## src/rtl/bsr_pkg.sv

```systemverilog
package bsr_pkg;
    typedef enum logic [1:0] {
        SYM_FILL = 2'b00,
        SYM_BS   = 2'b01,
        SYM_SR   = 2'b10
    } sym_t;

    typedef enum logic [1:0] {
        WK_IDLE  = 2'b00,
        WK_COUNT = 2'b01,
        WK_ARMED = 2'b10
    } wake_t;
endpackage

```

## src/rtl/bsr_interval.sv

```systemverilog
module bsr_interval #(
    parameter int IVL_W = 16
) (
    input  logic             clk,
    input  logic             rst_n,
    input  logic             adv,
    input  logic [IVL_W-1:0] ivl,
    output logic             slot
);
    logic [IVL_W-1:0] icnt;
    logic [IVL_W-1:0] last_idx;

    // Zero interval behaves as one: every strobe is a control slot.
    always_comb begin
        last_idx = (ivl == '0) ? '0 : ivl - 1'b1;
        slot     = adv && (icnt >= last_idx);
    end

    always_ff @(posedge clk) begin
        if (!rst_n)
            icnt <= '0;
        else if (adv)
            icnt <= slot ? '0 : icnt + 1'b1;
    end

    // no strobe, no progress
    p_hold_r9: assert property (@(posedge clk) disable iff (!rst_n)
        !adv |=> $stable(icnt));
endmodule

```

## src/rtl/bsr_period.sv

```systemverilog
module bsr_period #(
    parameter int BSC_W = 9
) (
    input  logic             clk,
    input  logic             rst_n,
    input  logic             slot,
    input  logic             force_sr,
    input  logic [BSC_W-1:0] bs_per_sr,
    output logic             is_sr
);
    logic [BSC_W-1:0] pcnt;

    always_comb is_sr = slot && (force_sr || (pcnt >= bs_per_sr));

    always_ff @(posedge clk) begin
        if (!rst_n)
            pcnt <= '0;
        else if (slot)
            pcnt <= is_sr ? '0 : pcnt + 1'b1;
    end

    // any SR restarts the periodic count
    p_clear_after_sr_r4: assert property (@(posedge clk) disable iff (!rst_n)
        is_sr |=> (pcnt == '0));
endmodule

```

## src/rtl/bsr_wake_fsm.sv

```systemverilog
module bsr_wake_fsm
    import bsr_pkg::*;
#(
    parameter int LDC_W = 8
) (
    input  logic             clk,
    input  logic             rst_n,
    input  logic             go,
    input  logic             slot,
    input  logic             slot_sr,
    input  logic [LDC_W-1:0] load,
    output logic             force_sr,
    output logic             pending
);
    wake_t            st, st_n;
    logic [LDC_W-1:0] cnt, cnt_n, cnt_inc;

    always_comb begin
        st_n    = st;
        cnt_n   = cnt;
        cnt_inc = cnt + 1'b1;
        if (go) begin
            st_n  = (load == '0) ? WK_ARMED : WK_COUNT;
            cnt_n = '0;
        end else begin
            unique case (st)
                WK_IDLE: ;
                WK_COUNT: begin
                    if (slot && !slot_sr) begin
                        cnt_n = cnt_inc;
                        if (cnt_inc >= load)
                            st_n = WK_ARMED;
                    end
                end
                WK_ARMED: begin
                    if (slot)
                        st_n = WK_IDLE;
                end
                default: st_n = WK_IDLE;
            endcase
        end
    end

    always_ff @(posedge clk) begin
        if (!rst_n) begin
            st  <= WK_IDLE;
            cnt <= '0;
        end else begin
            st  <= st_n;
            cnt <= cnt_n;
        end
    end

    always_comb begin
        force_sr = slot && !go && (st == WK_ARMED);
        pending  = (st != WK_IDLE);
    end

    // a request always (re)starts from an empty count
    p_go_restart_r7: assert property (@(posedge clk) disable iff (!rst_n)
        go |=> (st != WK_IDLE) && (cnt == '0));
    // armed state is left exactly on the forced slot
    p_armed_exit_r5: assert property (@(posedge clk) disable iff (!rst_n)
        (st == WK_ARMED && slot && !go) |=> (st == WK_IDLE));
endmodule

```

## src/rtl/idle_bs_sr_swapper.sv

```systemverilog
module idle_bs_sr_swapper
    import bsr_pkg::*;
#(
    parameter int IVL_W = 16,
    parameter int BSC_W = 9,
    parameter int LDC_W = 8
) (
    input  logic             clk,
    input  logic             rst_n,
    input  logic             sym_en,
    input  logic [IVL_W-1:0] ivl_cfg,
    input  logic [BSC_W-1:0] bs_per_sr,
    input  logic [LDC_W-1:0] wake_cnt,
    input  logic             wake_go,
    output logic             out_vld,
    output logic [1:0]       out_sym,
    output logic             scr_rst,
    output logic             wake_busy
);
    logic slot, force_sr, is_sr;
    sym_t sym_d;

    bsr_interval #(.IVL_W(IVL_W)) u_ivl (
        .clk  (clk),
        .rst_n(rst_n),
        .adv  (sym_en),
        .ivl  (ivl_cfg),
        .slot (slot)
    );

    bsr_period #(.BSC_W(BSC_W)) u_per (
        .clk      (clk),
        .rst_n    (rst_n),
        .slot     (slot),
        .force_sr (force_sr),
        .bs_per_sr(bs_per_sr),
        .is_sr    (is_sr)
    );

    bsr_wake_fsm #(.LDC_W(LDC_W)) u_wake (
        .clk     (clk),
        .rst_n   (rst_n),
        .go      (wake_go),
        .slot    (slot),
        .slot_sr (is_sr),
        .load    (wake_cnt),
        .force_sr(force_sr),
        .pending (wake_busy)
    );

    always_comb begin
        if (!slot)
            sym_d = SYM_FILL;
        else if (is_sr)
            sym_d = SYM_SR;
        else
            sym_d = SYM_BS;
    end

    always_ff @(posedge clk) begin
        if (!rst_n) begin
            out_vld <= 1'b0;
            out_sym <= SYM_FILL;
            scr_rst <= 1'b0;
        end else begin
            out_vld <= sym_en;
            out_sym <= sym_d;
            scr_rst <= slot && is_sr;
        end
    end

    // quiet cycles carry idle fill
    p_fill_when_quiet_r9: assert property (@(posedge clk) disable iff (!rst_n)
        !out_vld |-> (out_sym == SYM_FILL));
    // reset pulse only alongside SR
    p_pulse_with_sr_r8: assert property (@(posedge clk) disable iff (!rst_n)
        scr_rst |-> (out_sym == SYM_SR) && out_vld);
    // pending clears only on the edge that emits the forced SR
    p_busy_drop_r5: assert property (@(posedge clk) disable iff (!rst_n)
        $fell(wake_busy) |-> scr_rst);
endmodule

```

## config.mk

```make
export PLATFORM = sky130hd
export DESIGN_NAME = idle_bs_sr_swapper
export DESIGN_NICKNAME = d
export VERILOG_FILES = /design/src/rtl/bsr_pkg.sv /design/src/rtl/bsr_interval.sv /design/src/rtl/bsr_period.sv /design/src/rtl/bsr_wake_fsm.sv /design/src/rtl/idle_bs_sr_swapper.sv
export SDC_FILE = /design/constraint.sdc
export NUM_CORES = 1
export LEC_CHECK = 0
export BUFFER_PORTS_ARGS = -buffer_cell sky130_fd_sc_hd__buf_2
export CORE_ASPECT_RATIO = 0.9
export CORE_MARGIN = 2
export CORE_UTILIZATION = 45
export CTS_BUF_LIST = sky130_fd_sc_hd__clkbuf_4 sky130_fd_sc_hd__clkbuf_8
export CTS_CLUSTER_DIAMETER = 60
export DETAILED_ROUTE_END_ITERATION = 10
export PLACE_DENSITY = 0.66
export SLEW_MARGIN = 20
export SYNTH_ARGS = -nofsm -noshare
export SYNTH_HDL_FRONTEND = slang
export SYNTH_SLANG_ARGS = --single-unit
```

## constraint.sdc

```tcl
create_clock -name clk -period 6.75 [get_ports clk]
set_input_delay 1.0125 -clock clk [delete_from_list [all_inputs] [get_ports clk]]
set_output_delay 1.0125 -clock clk [all_outputs]
set_load 0.1 [all_outputs]
```

==> flow_metrics.py <==
metrics = {
    "run_status": {
        "outcome": "finished, final reports clean",
    },
    "drt": {
        "finalWirelength_um": 6103,
        "firstDrtPassIters": 4,
        "wl_per_cell_um": 12.30,
        "dr.first_iter.drc_count": 130,
        "avgViaCountPerCell": 5.292,
        "num_vias": 2625,
        "drc": 0,
        "final_antenna_net_count": 0,
    },
    "clock_network": {
        "path_clk_slew_ns": 0.07,
        "root_buffer": "clkbuf_8",
        "cts_resized": 0,
        "cts.sinks": 39,
        "clk_latency_ns": 0.29,
        "numCtsBuffers": 5,
        "cts_tree": "done",
        "cts-htree-levels": 2,
        "post_cts_buffers": 0,
        "hold_buffers": 0,
        "clk_path_buf_depth": 2,
    },
    "cells_and_area": {
        "syn2layout_area_growth_pct": 12.48,
        "stdcell_area_um2": 3293,
        "drive_above_1_share_pct": 14.18,
        "num_antenna_cells": 0,
        "nets": 483,
    },
    "yosys": {
        "yosys_warnings": 0,
        "synth_flop_cell": "dfxtp_1",
        "syn_area_um2": 2928,
        "ys_async_sr_fraction_pct": 0,
        "yosysUniqueCellTypes": 42,
        "yosysSeqAreaShare_pct": 26.67,
        "syn_inst": 370,
        "ys_ff_latch": 39,
        "synth_edf_count": 0,
        "postSynthAreaPerCell_um2": 7.913,
        "synth_fp_nets": 445,
    },
    "setup_path": {
        "cp.arrival_ns": 5.56,
        "endpoint_kind": "flip-flop",
        "cp-startpoint": "ivl_cfg[8]",
        "worstPathMaxFanout": 23,
        "start_kind": "input port",
        "cp_top_family": "simple AND/OR/NAND/NOR gates",
        "path_buf_inv": 1,
        "rr_startpoint": "u_ivl.icnt[13]$_SDFFE_PN0P_",
        "cp_cell_sequence": "buf_2 > or4_1 > nor4_1 > nand2b_1 > nor3_1 > nand4b_1 > nand2_1 > ha_1 > a21o_1 > a21o_1 > a2111o_1 > o31ai_4 > nand2_1 > nor2_1",
        "critPathMaxStageDelay_ns": 0.72,
        "worstSetupPathType": "in2reg",
        "slowest_stage": "o31ai_4",
        "crit_required_ns": 6.97,
    },
    "global_route": {
        "antenna_found_initial": 0,
        "grt_pass1_wl_um": 10700,
        "grt_overflow": 0,
        "grt_use_total_pct": 18.41,
        "grt_pass1_vias": 2510,
        "grt_max_degree": 24,
    },
    "placement": {
        "port_buffers": 41,
        "globalplace.congestion": 0.7943,
        "dp_hpwl_um": 4771,
        "place_area_um2": 3204,
    },
    "floorplan": {
        "num_io_pins": 42,
        "die_area_um2": 7168,
        "coreArea_um2": 6216,
        "row_count": 27,
        "die_y_um": 80.52,
        "die_x_um": 89.03,
        "start_util_pct": 47.10,
    },
    "sta": {
        "timing.final.hold_violations": 0,
        "tightest_slew_ns": 0.8643,
        "setup_viol": 0,
        "fin_crit_sh_pct": 79.23,
        "period_minus_slack_ns": 5.348,
        "maxSlewHeadroom_pct": 40.89,
        "clock.fmax_mhz": 187.0,
        "fin_skew_ns": 0.005296,
        "fin_setup_tns_ns": 0,
        "rsz0062_at_grt": "false",
        "slew_viol_final": 0,
    },
    "power": {
        "leakagePower_nw": 1.475,
        "power.density_nw_per_um2": 139.4,
        "vdd_drop_max_uv": 141.8,
    },
    "flow_run": {
        "maxCapViolations": 0,
    },
    "hold_path": {
        "hold_path.class": "reg2reg",
        "hp-start": "u_per.pcnt[8]$_SDFFE_PN0N_",
    },
}
[tightest hold or removal path: stages (launching register included)]
cell     delay, ns
dfxtp_1       0.32
nand2_1       0.06
o22ai_1       0.06
[worst paths after layout]
check,endpoint,slack [ns],depth (start not counted)
max,u_ivl.icnt[9]$_SDFFE_PN0P_,1.40,14
min,u_per.pcnt[8]$_SDFFE_PN0N_,0.49,2
max reg2reg,u_ivl.icnt[9]$_SDFFE_PN0P_,3.72,7
min reg2reg,u_per.pcnt[8]$_SDFFE_PN0N_,0.49,2
[per-stage QoR]
step | util, % | hold slack, ns | cells | total power, mW | setup WS, ns
6_report | 52.98 | 0.4920 | 496 | 0.4590 | 1.402
2_1_floorplan | - | 0.4586 | 370 | 0.2817 | 2.134
3_5_place_dp | 51.55 | 0.4867 | 488 | 0.3047 | 1.078
3_3_place_gp | 51.55 | 0.4735 | 488 | 0.3030 | 1.262
5_1_grt | 52.98 | 0.5286 | 496 | 0.4809 | 0.9191
4_1_cts | 52.98 | 0.4950 | 496 | 0.4635 | 1.365
[synth_stat cells (2+ instances only)]
| library cell | number | area, µm² |
|---|---|---|
| nor2_1 | 34 | 127.6 |
| o211ai_1 | 2 | 15.01 |
| nand2_1 | 42 | 157.7 |
| nor3_1 | 12 | 60.06 |
| and3_1 | 3 | 18.77 |
| nand2b_1 | 6 | 37.54 |
| a2111oi_0 | 3 | 26.28 |
| xor2_1 | 24 | 210.2 |
| o31ai_1 | 7 | 52.55 |
| nand3_1 | 21 | 105.1 |
| or4_1 | 8 | 60.06 |
| ha_1 | 38 | 475.5 |
| or3_1 | 9 | 56.30 |
| and2_1 | 3 | 18.77 |
| nand4b_1 | 2 | 17.52 |
| dfxtp_1 | 39 | 780.8 |
| a211oi_1 | 3 | 22.52 |
| inv_1 | 27 | 101.4 |
| xnor2_1 | 10 | 87.58 |
| o21ai_0 | 4 | 20.02 |
| nor2b_1 | 3 | 18.77 |
| a21oi_1 | 21 | 105.1 |
| nand4_1 | 7 | 43.79 |
| clkbuf_1 | 6 | 22.52 |
| a21o_1 | 3 | 22.52 |
| buf_2 | 4 | 20.02 |
| nor4_1 | 4 | 25.02 |
| or2_2 | 5 | 31.28 |
| o22ai_1 | 7 | 43.79 |
[area by class of cell]
cell class	count	area, µm²
Fill cell	636	2923
Multi-Input combinational cell	293	2001
Sequential cell	39	780.7
Timing Repair Buffer	42	212.7
Tap cell	87	108.9
Inverter	27	101.3
Clock buffer	7	83.83
Clock inverter	1	5.005
[layer usage]
| layer | part of all wire [%] | GRT usage [%] | up-vias | wire [µm] |
|---|---|---|---|---|
| li1 | - | - | 1383 | - |
| met1 | 50 | 24.52 | 1212 | 3042 |
| met3 | 2.5 | 3.700 | 6 | 151 |
| met5 | 0 | 0 | - | 0 |
| met2 | 47 | 31.04 | 24 | 2863 |
| met4 | 0.75 | 3.134 | 0 | 46 |
[state kept, by name, indices dropped and copies added (netlist names)]
signal,count
out_sym,2
u_per.pcnt,9
scr_rst,1
u_wake.st,2
u_ivl.icnt,16
u_wake.cnt,8
out_vld,1
[cell usage in the layout, fill, tap and decap left out, types with 5 or more instances in the layout]
| master | instances |
|---|---|
| a21oi_1 | 21 |
| buf_2 | 41 |
| clkbuf_8 | 5 |
| dfxtp_1 | 39 |
| ha_1 | 38 |
| inv_1 | 27 |
| nand2_1 | 42 |
| nand2b_1 | 6 |
| nand3_1 | 21 |
| nand4_1 | 7 |
| nor2_1 | 34 |
| nor3_1 | 12 |
| o22ai_1 | 7 |
| o31ai_1 | 7 |
| or2_2 | 5 |
| or3_1 | 9 |
| or4_1 | 8 |
| xnor2_1 | 10 |
| xor2_1 | 24 |
[logic make-up (layout without fill, tap and decap cells)]
logic type | after synthesis | after routing | synth area share (%)
xor gates and xnor gates | 34 | 34 | 10.17
AOI/OAI and AO/OA | 59 | 59 | 14.02
muxes | 1 | 1 | 0.3419
adders and majority gates | 38 | 38 | 16.24
buffers and inverters | 38 | 77 | 5.299
DFF | 39 | 39 | 26.67
and+or+nand+nor | 161 | 161 | 27.27
[where the power goes]
part	leakage [nW]	switching [mW]	internal, mW
Combinational	1.11	0.0400	0.0246
Sequential	0.315	0.00258	0.232
Clock	0.0491	0.0791	0.0805
No activity file was read; power rests on OpenSTA's default activity.
